==> config.mk <==
export PLATFORM = sky130hd
export DESIGN_NAME = sdram_init_seq
export DESIGN_NICKNAME = d
export VERILOG_FILES = /design/src/rtl/sdram_init_pkg.sv /design/src/rtl/sdram_init_timer.sv /design/src/rtl/sdram_init_fsm.sv /design/src/rtl/sdram_refresh_gen.sv /design/src/rtl/sdram_init_seq.sv
export SDC_FILE = /design/constraint.sdc
export NUM_CORES = 1
export LEC_CHECK = 0
export ABC_AREA = 1
export BUFFER_PORTS_ARGS = -buffer_cell sky130_fd_sc_hd__buf_2
export CAP_MARGIN = 20
export CORE_MARGIN = 10
export CORE_UTILIZATION = 53
export DETAILED_ROUTE_END_ITERATION = 6
export PLACE_DENSITY_LB_ADDON = 0.15
export SYNTH_ARGS = -nofsm -noshare
export SYNTH_HDL_FRONTEND = slang
export SYNTH_HIERARCHICAL = 1
export SYNTH_SLANG_ARGS = --single-unit
==> constraint.sdc <==
create_clock -name clk_i -period 2.1 [get_ports clk_i]
set_input_delay 0.315 -clock clk_i [delete_from_list [all_inputs] [get_ports clk_i]]
set_output_delay 0.315 -clock clk_i [all_outputs]
set_load 0.02 [all_outputs]
==> src/rtl/sdram_init_pkg.sv <==
package sdram_init_pkg;

  typedef enum logic [3:0] {
    CMD_INHIBIT = 4'b1111,
    CMD_NOP     = 4'b0111,
    CMD_PRE     = 4'b0010,
    CMD_REF     = 4'b0001,
    CMD_LMR     = 4'b0000
  } sdram_cmd_e;

  typedef enum logic [2:0] {
    ST_IDLE,
    ST_WAIT,
    ST_PRE,
    ST_REF,
    ST_MRD,
    ST_RUN
  } init_state_e;

  // ceil(ns * hz / 1e9), never below one cycle
  function automatic int unsigned ns2cyc(input longint unsigned ns, input longint unsigned hz);
    longint unsigned c;
    c = (ns * hz + 64'd999_999_999) / 64'd1_000_000_000;
    if (c == 0) c = 1;
    return 32'(c);
  endfunction

endpackage

==> src/rtl/sdram_init_timer.sv <==
module sdram_init_timer #(
  parameter int unsigned CNT_W = 16
) (
  input  logic             clk_i,
  input  logic             rst_ni,
  input  logic             load_i,
  input  logic [CNT_W-1:0] load_val_i,
  output logic             zero_o
);

  logic [CNT_W-1:0] cnt_q;

  always_ff @(posedge clk_i or negedge rst_ni) begin
    if (!rst_ni)            cnt_q <= '0;
    else if (load_i)        cnt_q <= load_val_i;
    else if (cnt_q != '0)   cnt_q <= cnt_q - 1'b1;
  end

  assign zero_o = (cnt_q == '0);

endmodule

==> src/rtl/sdram_init_fsm.sv <==
module sdram_init_fsm
  import sdram_init_pkg::*;
#(
  parameter int unsigned ADDR_W      = 13,
  parameter int unsigned BA_W        = 2,
  parameter int unsigned CNT_W       = 16,
  parameter int unsigned WAIT_S_CYC  = 10000,
  parameter int unsigned WAIT_L_CYC  = 20000,
  parameter int unsigned REFS_S      = 2,
  parameter int unsigned REFS_L      = 8,
  parameter int unsigned TRP_CYC     = 2,
  parameter int unsigned TRFC_CYC    = 7,
  parameter int unsigned TMRD_CYC    = 2,
  parameter logic [ADDR_W-1:0] MODE_WORD = 'h23
) (
  input  logic              clk_i,
  input  logic              rst_ni,
  input  logic              mode_i,
  input  logic              zero_i,
  output logic              load_o,
  output logic [CNT_W-1:0]  load_val_o,
  output logic              cke_o,
  output sdram_cmd_e        cmd_o,
  output logic [ADDR_W-1:0] addr_o,
  output logic [BA_W-1:0]   ba_o,
  output logic              ready_o,
  output logic              done_o
);

  localparam int unsigned REFS_MAX = (REFS_L > REFS_S) ? REFS_L : REFS_S;
  localparam int unsigned RC_W     = $clog2(REFS_MAX + 1);
  localparam int unsigned AP_BIT   = 10;

  init_state_e       state_q;
  logic              long_q;
  logic [RC_W-1:0]   ref_cnt_q;
  logic [RC_W-1:0]   ref_target;
  logic              more_refs;

  assign ref_target = long_q ? RC_W'(REFS_L) : RC_W'(REFS_S);
  assign more_refs  = (ref_cnt_q < ref_target);

  // timer reload: spacing minus one, since the loading cycle counts
  always_comb begin
    load_o     = 1'b0;
    load_val_o = '0;
    unique case (state_q)
      ST_IDLE: begin
        load_o     = 1'b1;
        load_val_o = mode_i ? CNT_W'(WAIT_L_CYC - 1) : CNT_W'(WAIT_S_CYC - 1);
      end
      ST_WAIT: begin
        load_o     = zero_i;
        load_val_o = CNT_W'(TRP_CYC - 1);
      end
      ST_PRE: begin
        load_o     = zero_i;
        load_val_o = CNT_W'(TRFC_CYC - 1);
      end
      ST_REF: begin
        load_o     = zero_i;
        load_val_o = more_refs ? CNT_W'(TRFC_CYC - 1) : CNT_W'(TMRD_CYC - 1);
      end
      default: ;
    endcase
  end

  always_ff @(posedge clk_i or negedge rst_ni) begin
    if (!rst_ni) begin
      state_q   <= ST_IDLE;
      long_q    <= 1'b0;
      ref_cnt_q <= '0;
      cke_o     <= 1'b0;
      cmd_o     <= CMD_INHIBIT;
      addr_o    <= '0;
      ba_o      <= '0;
      ready_o   <= 1'b0;
      done_o    <= 1'b0;
    end else begin
      cmd_o  <= CMD_NOP;
      addr_o <= '0;
      ba_o   <= '0;
      done_o <= 1'b0;
      unique case (state_q)
        ST_IDLE: begin
          cke_o   <= 1'b1;
          long_q  <= mode_i;
          state_q <= ST_WAIT;
        end
        ST_WAIT: if (zero_i) begin
          cmd_o          <= CMD_PRE;
          addr_o[AP_BIT] <= 1'b1;
          state_q        <= ST_PRE;
        end
        ST_PRE: if (zero_i) begin
          cmd_o     <= CMD_REF;
          ref_cnt_q <= RC_W'(1);
          state_q   <= ST_REF;
        end
        ST_REF: if (zero_i) begin
          if (more_refs) begin
            cmd_o     <= CMD_REF;
            ref_cnt_q <= ref_cnt_q + 1'b1;
          end else begin
            cmd_o   <= CMD_LMR;
            addr_o  <= MODE_WORD;
            state_q <= ST_MRD;
          end
        end
        ST_MRD: if (zero_i) begin
          ready_o <= 1'b1;
          done_o  <= 1'b1;
          state_q <= ST_RUN;
        end
        default: ;
      endcase
    end
  end

endmodule

==> src/rtl/sdram_refresh_gen.sv <==
module sdram_refresh_gen #(
  parameter int unsigned REFI_CYC = 782
) (
  input  logic clk_i,
  input  logic rst_ni,
  input  logic run_i,
  input  logic ack_i,
  output logic req_o
);

  localparam int unsigned RW = (REFI_CYC > 1) ? $clog2(REFI_CYC) : 1;

  logic [RW-1:0] cnt_q;

  always_ff @(posedge clk_i or negedge rst_ni) begin
    if (!rst_ni) begin
      cnt_q <= RW'(REFI_CYC - 1);
      req_o <= 1'b0;
    end else if (run_i) begin
      if (cnt_q == '0) begin
        cnt_q <= RW'(REFI_CYC - 1);
        req_o <= 1'b1;            // expiry wins over a same-cycle ack
      end else begin
        cnt_q <= cnt_q - 1'b1;
        if (ack_i) req_o <= 1'b0;
      end
    end
  end

endmodule

==> src/rtl/sdram_init_seq.sv <==
module sdram_init_seq
  import sdram_init_pkg::*;
#(
  parameter longint unsigned CLK_HZ       = 100_000_000,
  parameter int unsigned     ADDR_W       = 13,
  parameter int unsigned     BA_W         = 2,
  parameter int unsigned     WAIT_S_NS    = 100_000,
  parameter int unsigned     WAIT_L_NS    = 200_000,
  parameter int unsigned     REFS_S       = 2,
  parameter int unsigned     REFS_L       = 8,
  parameter int unsigned     TRP_NS       = 20,
  parameter int unsigned     TRFC_NS      = 66,
  parameter int unsigned     TMRD_NS      = 20,
  parameter int unsigned     REFI_NS      = 7812,
  parameter logic [ADDR_W-1:0] MODE_WORD  = 'h23
) (
  input  logic              clk_i,
  input  logic              rst_ni,
  input  logic              mode_i,
  input  logic              refresh_ack_i,
  output logic              cke_o,
  output logic              cs_n_o,
  output logic              ras_n_o,
  output logic              cas_n_o,
  output logic              we_n_o,
  output logic [ADDR_W-1:0] addr_o,
  output logic [BA_W-1:0]   ba_o,
  output logic              ready_o,
  output logic              init_done_o,
  output logic              refresh_req_o
);

  localparam int unsigned WAIT_S_CYC = ns2cyc(WAIT_S_NS, CLK_HZ);
  localparam int unsigned WAIT_L_CYC = ns2cyc(WAIT_L_NS, CLK_HZ);
  localparam int unsigned TRP_CYC    = ns2cyc(TRP_NS, CLK_HZ);
  localparam int unsigned TRFC_CYC   = ns2cyc(TRFC_NS, CLK_HZ);
  localparam int unsigned TMRD_CYC   = ns2cyc(TMRD_NS, CLK_HZ);
  localparam int unsigned REFI_CYC   = ns2cyc(REFI_NS, CLK_HZ);
  localparam int unsigned MAX_CYC    = (WAIT_L_CYC > WAIT_S_CYC) ? WAIT_L_CYC : WAIT_S_CYC;
  localparam int unsigned CNT_W      = $clog2(MAX_CYC + 1);

  logic             load;
  logic [CNT_W-1:0] load_val;
  logic             zero;
  sdram_cmd_e       cmd;

  sdram_init_timer #(.CNT_W(CNT_W)) i_timer (
    .clk_i      (clk_i),
    .rst_ni     (rst_ni),
    .load_i     (load),
    .load_val_i (load_val),
    .zero_o     (zero)
  );

  sdram_init_fsm #(
    .ADDR_W     (ADDR_W),
    .BA_W       (BA_W),
    .CNT_W      (CNT_W),
    .WAIT_S_CYC (WAIT_S_CYC),
    .WAIT_L_CYC (WAIT_L_CYC),
    .REFS_S     (REFS_S),
    .REFS_L     (REFS_L),
    .TRP_CYC    (TRP_CYC),
    .TRFC_CYC   (TRFC_CYC),
    .TMRD_CYC   (TMRD_CYC),
    .MODE_WORD  (MODE_WORD)
  ) i_fsm (
    .clk_i      (clk_i),
    .rst_ni     (rst_ni),
    .mode_i     (mode_i),
    .zero_i     (zero),
    .load_o     (load),
    .load_val_o (load_val),
    .cke_o      (cke_o),
    .cmd_o      (cmd),
    .addr_o     (addr_o),
    .ba_o       (ba_o),
    .ready_o    (ready_o),
    .done_o     (init_done_o)
  );

  sdram_refresh_gen #(.REFI_CYC(REFI_CYC)) i_refresh (
    .clk_i  (clk_i),
    .rst_ni (rst_ni),
    .run_i  (ready_o),
    .ack_i  (refresh_ack_i),
    .req_o  (refresh_req_o)
  );

  assign {cs_n_o, ras_n_o, cas_n_o, we_n_o} = cmd;

endmodule

==> results of run 1 <==
## worst max-delay path by stage
stage                           from          endpoint
finish              i_timer/cnt_q[0]  i_timer/cnt_q[8]
global route        i_timer/cnt_q[0]  i_timer/cnt_q[0]
CTS                 i_timer/cnt_q[0]  i_timer/cnt_q[0]
detailed placement  i_timer/cnt_q[0]  i_timer/cnt_q[1]
global placement    i_timer/cnt_q[0]  i_timer/cnt_q[0]
floorplan           i_timer/cnt_q[0]  i_timer/cnt_q[9]
## kinds of logic after synthesis
family,after synthesis,synth area share
AND/OR/NAND/NOR,185,0.343
flip-flops,43,0.416
other,1,0.00143
adder cells (fa/ha/maj),4,0.0191
AO/OA/AOI/OAI,29,0.0588
buffers and inverters,71,0.138
XOR/XNOR,7,0.0234
## per-stage QoR
stage / setup WS (ns) / util / instance area [µm²] / hold slack [ns]
after floorplan: 0.0914 / - / 2670 / 0.0194
after global placement: 0.178 / 0.560 / 2660 / 0.417
after detailed placement: 0.0926 / 0.560 / 2660 / 0.422
after CTS: 0.0688 / 0.578 / 2750 / 0.0997
after global routing: 0.00551 / 0.586 / 2790 / 0.120
final: 0.183 / 0.586 / 2790 / 0.0784
## area by class of cell
type	count	area, µm²
repair buffers	22	131
well taps	67	83.8
fillers	466	1970
flip-flops and latches	43	1090
inverters	45	169
clock inverters	2	13.8
multi-input cells	241	1230
clock buffers	6	72.6
## report_power, final
| part | switching, mW | total (mW) | internal (mW) |
|---|---|---|---|
| registers | 0.0283 | 0.882 | 0.854 |
| clock network | 0.282 | 0.517 | 0.235 |
| logic | 0.0790 | 0.113 | 0.0340 |
| total | 0.390 | 1.51 | 1.12 |
## critical path, cell delays in order (launching register included)
cell and delay, ns:
dfrtp_1 0.41, inv_1 0.11, ha_2 0.23, nand2_4 0.09
nor2_8 0.16, nand4_4 0.12, inv_2 0.10, nand2_1 0.09
nand2_2 0.10, buf_6 0.15, buf_4 0.14, nand2_1 0.04
o21ai_1 0.08
## state kept, by name, summed over array words and instances (netlist names), 2 cells and up
register and count:
i_refresh/cnt_q 10, i_fsm/state_q 3, i_fsm/addr_o 2, i_timer/cnt_q 15, i_fsm/ref_cnt_q 4, i_fsm/cmd_o 4
## per-layer routing
layer | share of wire | wire [µm]
met2 | 0.48 | 2430
met5 | 0 | 0
met3 | 0.040 | 205
met1 | 0.47 | 2380
met4 | 0.010 | 51
## synth_stat cells
cell type  count
buf_4         23
o21ai_2        2
nand4_4        1
ha_1           4
nand3_1       26
nand2_4        4
dfstp_2        9
nor3_1         2
nand2_1       96
clkbuf_1       1
or2_1          1
o21ai_1       11
nand2_2        4
a21oi_1        3
nor2_8         1
nor2_4         4
o21ai_0       12
nor2_2         5
dfrtp_1       34
nor2_1        30
xnor2_1        4
nor3_2         2
inv_2          9
inv_1         36
nand3_2        4
or2_2          3
xor2_1         3
buf_2          1
nand4_1        2
conb_1         1
buf_6          1
o22ai_1        1
## repair_timing
action / in CTS / in global routing
hold buffers: 0 / 0
gates resized for setup: 0 / 5
setup endpoints to repair: 0 / 18
buffers inserted: 0 / 4
==> flow_summary.ini, run 1 <==
[floorplan]
initial_core_util = 0.550
die_h_um = 90.3
row_count = 25
core_area_um2 = 4750
die_w_um = 90.3
pin_count = 27
die_area_um2 = 8150

[final_layout]
nets = 366
num_antenna_cells = 0
syn2layout_area_growth_pct = 6.50
layout_commonest_cell = nand2_1
layout-drive-gt1-share = 0.226
final_cells = 426
final_cell_mix = nand2_1 (95), inv_1 (34), dfrtp_1 (34)

[routing]
drt_wl_total_mm = 5.06
via_count = 2044
first_iter_violations = 95
dr.pass1.iters = 4
ant_nets = 0
routedWlPerCell_um = 11.9
drc_errors = 0
via_per_inst = 4.80

[grt]
grt_busiest_layer = met2
grt_util_met1 = 0.159
grt_pass1_wl_mm = 9.05
met2_usage = 0.216
met3_usage = 0.0357
grt-ovfl-total = 0
track_usage = 0.130
grt_start_max_net_pins = 44
grt_pass1_vias = 2007
antenna_found_initial = 0

[synthesis]
synth.avg_cell_area_um2 = 7.69
ys_types = 32
synth_warnings = 6
netlist.area_leader.share = 0.325
yosys.area.top_type = dfrtp_1
ys_seq_elements = 43
netlist_top_cells_area = dfrtp_1 (33%), nand2_1 (14%), dfstp_2 (9.0%)
syn_inst = 340
ys_seq_area_frac = 0.416
netlist_area_um2 = 2620

[clock_network]
clkTransAtPathRegs_ns = 0.08
cts-htree-levels = 2
clk_root_buffer_cell = clkbuf_8
cts_made_buffers = 5
cts_sinks = 43
cts_tree = built
clock_latency_ns = 0.29
clock_path_buffers = 2

[sta]
fmax_ghz = 0.522
worst_slew_pin_slew_ns = 0.531
slew_violations = 0
period_share = 0.913
fin_tns_setup_ns = 0
hold_violations = 0
rsz0062_at_grt = false
finalSetupViolCount = 0
fin_skew_ns = 0.00812
slew_headroom = 0.646
fin_crit_ns = 1.92

[setup_path]
worstSetupStartpointType = flip-flop
reg2reg_from = i_timer/cnt_q[0]
r2r.worst_path.cells = 12
worst_setup_path_end_kind = flip-flop
path_max_fanout = 14
arrival_ns = 2.13
rrSetupSlack_ns = 0.18
required_ns = 2.31
r2r-end = i_timer/cnt_q[8]
path_class = reg -> reg

[status]
status = finished clean

[min_path]
hold_path_class = in -> async

[power_and_ir_drop]
leakage_nw = 1.43
finalPower_mw = 1.51
irDropWorstVdd_mv = 0.312
power_density_nw_per_um2 = 543

[placed_design]
place_congestion = 0.868
portBuffers = 15
numPlacedInstances = 414
dpl.hpwl_mm = 3.89

[flow_run]
cap_viol_max_count = 0
Note: power is estimated with default switching activity, not from simulation.
==> run 2, diff against run 1 <==
RECOVER_POWER = 25   (was default)
==> flow_summary.ini, run 2 (same netlist as run 1, synthesis figures left out) <==
[sta]
fin_hold_ws_ns = 0.264
rsz0062_at_grt = false
fmax_ghz = 0.522
worst_slew_pin_slew_ns = 1.03
slew_violations = 0
slew_headroom = 0.311
hold_violations = 0
finalSetupViolCount = 0
fin_skew_ns = 0.00812
fin_tns_setup_ns = 0
fin_crit_ns = 1.92
period_share = 0.913

[placed_design]
place_congestion = 0.868
dpl.hpwl_mm = 3.89
portBuffers = 15
numPlacedInstances = 414

[routing]
via_count = 2044
via_per_inst = 4.80
routedWlPerCell_um = 11.9
first_iter_violations = 95
drc_errors = 0
drt_wl_total_mm = 5.05
dr.pass1.iters = 4
ant_nets = 0

[floorplan]
initial_core_util = 0.550
pin_count = 27
core_area_um2 = 4750
die_w_um = 90.3
die_area_um2 = 8150
row_count = 25
die_h_um = 90.3

[clock_network]
clock_latency_ns = 0.29
cts_tree = built
holdBufCountCts = 0
clkTransAtPathRegs_ns = 0.08
cts-htree-levels = 2
cts_sinks = 43
clk_root_buffer_cell = clkbuf_8
cts_made_buffers = 5
clock_path_buffers = 2

[setup_path]
rrSetupSlack_ns = 0.18
path_max_fanout = 14
crit_slowest_cell = dfrtp_1
worstPathCellList = inv_1, ha_2, nand2_4, nor2_8, nand4_4, inv_2, nand2_1, nand2_2, buf_6, buf_4, nand2_1, o21ai_1
r2r-end = i_timer/cnt_q[8]
cp_common_cell = nand2_1
worst_setup_path_end_kind = flip-flop
r2r.worst_path.cells = 12
required_ns = 2.31
reg2reg_from = i_timer/cnt_q[0]
critPathMaxStageDelay_ns = 0.41
path_class = reg -> reg
arrival_ns = 2.13
worstSetupStartpointType = flip-flop

[status]
status = finished clean

[power_and_ir_drop]
internal_power_mw = 1.12
p_sw_mw = 0.390
combPwrFrac = 0.074
power_density_nw_per_um2 = 543
leakage_nw = 1.43
clock_power_share = 0.342
seqPwrFrac = 0.584
irDropWorstVdd_mv = 0.312
swShare = 0.258

[grt]
track_usage = 0.130
grt_pass1_wl_mm = 9.05
met2_usage = 0.216
grt_pass1_vias = 2007
grt_util_met1 = 0.159
antenna_found_initial = 0
grt_busiest_layer = met2
grt-ovfl-total = 0
grt_start_max_net_pins = 44
met3_usage = 0.0357

[final_layout]
nets = 366
num_antenna_cells = 0
fillers = 466
syn2layout_area_growth_pct = 6.41
layout-drive-gt1-share = 0.226
final_cells = 426
largest_reg_flops = 15
final_cell_mix = nand2_1 (95), inv_1 (34), dfrtp_1 (34)
layout_commonest_cell = nand2_1
top_register = i_timer/cnt_q
reg.largest.list = i_timer/cnt_q x15, i_refresh/cnt_q x10

[min_path]
hold_path_class = in -> reg
hp-start = refresh_ack_i
whs_path_depth = 4
min_to = i_refresh/req_o

[flow_run]
cap_viol_max_count = 0
-- run 2: how the worst max path moves through the flow --
stage / to / startpoint / cells past startpoint / slack, ns
after CTS: i_timer/cnt_q[0] / i_timer/cnt_q[0] / 13 / 0.07
after floorplan: i_timer/cnt_q[9] / i_timer/cnt_q[0] / 14 / 0.09
final: i_timer/cnt_q[8] / i_timer/cnt_q[0] / 12 / 0.18
after detailed placement: i_timer/cnt_q[1] / i_timer/cnt_q[0] / 12 / 0.09
after global routing: i_timer/cnt_q[0] / i_timer/cnt_q[0] / 13 / 0.006
after global placement: i_timer/cnt_q[0] / i_timer/cnt_q[0] / 13 / 0.18
-- run 2: per-layer routing --
metal / up-vias / part of all wire / wire length [µm]
met4: 0 / 0.010 / 51
met2: 36 / 0.48 / 2420
met1: 952 / 0.47 / 2380
met3: 4 / 0.040 / 203
met5: - / 0 / 0
li1: 1052 / - / -
-- run 2: layout make-up --
cell class | instances | area [µm²] | share of cell area
Multi-Input combinational cell | 241 | 1230 | 0.441
Sequential cell | 43 | 1090 | 0.391
Inverter | 45 | 169 | 0.0607
Timing Repair Buffer | 22 | 129 | 0.0463
Tap cell | 67 | 83.8 | 0.0301
Clock buffer | 6 | 72.6 | 0.0261
Clock inverter | 2 | 13.8 | 0.00494
-- run 2: critical path, delay by kind of cell, from the launching register on --
family | cells | cell delay (ns)
flops | 1 | 0.41
simple gates | 6 | 0.60
compound gates | 1 | 0.08
fa+ha+maj | 1 | 0.23
buf+inv | 4 | 0.50
-- run 2: what timing repair did --
| action | in CTS | in global routing |
|---|---|---|
| gates resized for setup | 0 | 5 |
| buffers inserted | 0 | 4 |
| setup endpoints to repair | 0 | 18 |
-- run 2: power groups by stage --
stage	combinational [mW]	sequential (mW)	clock [mW]
after detailed placement	0.114	0.898	0
after global routing	0.129	0.888	0.582
after CTS	0.114	0.883	0.541
after floorplan	0.0981	0.892	0
after global placement	0.114	0.897	0
final	0.112	0.882	0.517
-- run 2: metrics by stage --
| stage | power, mW | cell area [µm²] | utilization | worst slack, ns |
|---|---|---|---|---|
| floorplan | 0.990 | 2670 | - | 0.0914 |
| global placement | 1.01 | 2660 | 0.560 | 0.178 |
| detailed placement | 1.01 | 2660 | 0.560 | 0.0926 |
| CTS | 1.54 | 2750 | 0.578 | 0.0688 |
| global route | 1.60 | 2780 | 0.586 | 0.00551 |
| finish | 1.51 | 2780 | 0.586 | 0.183 |
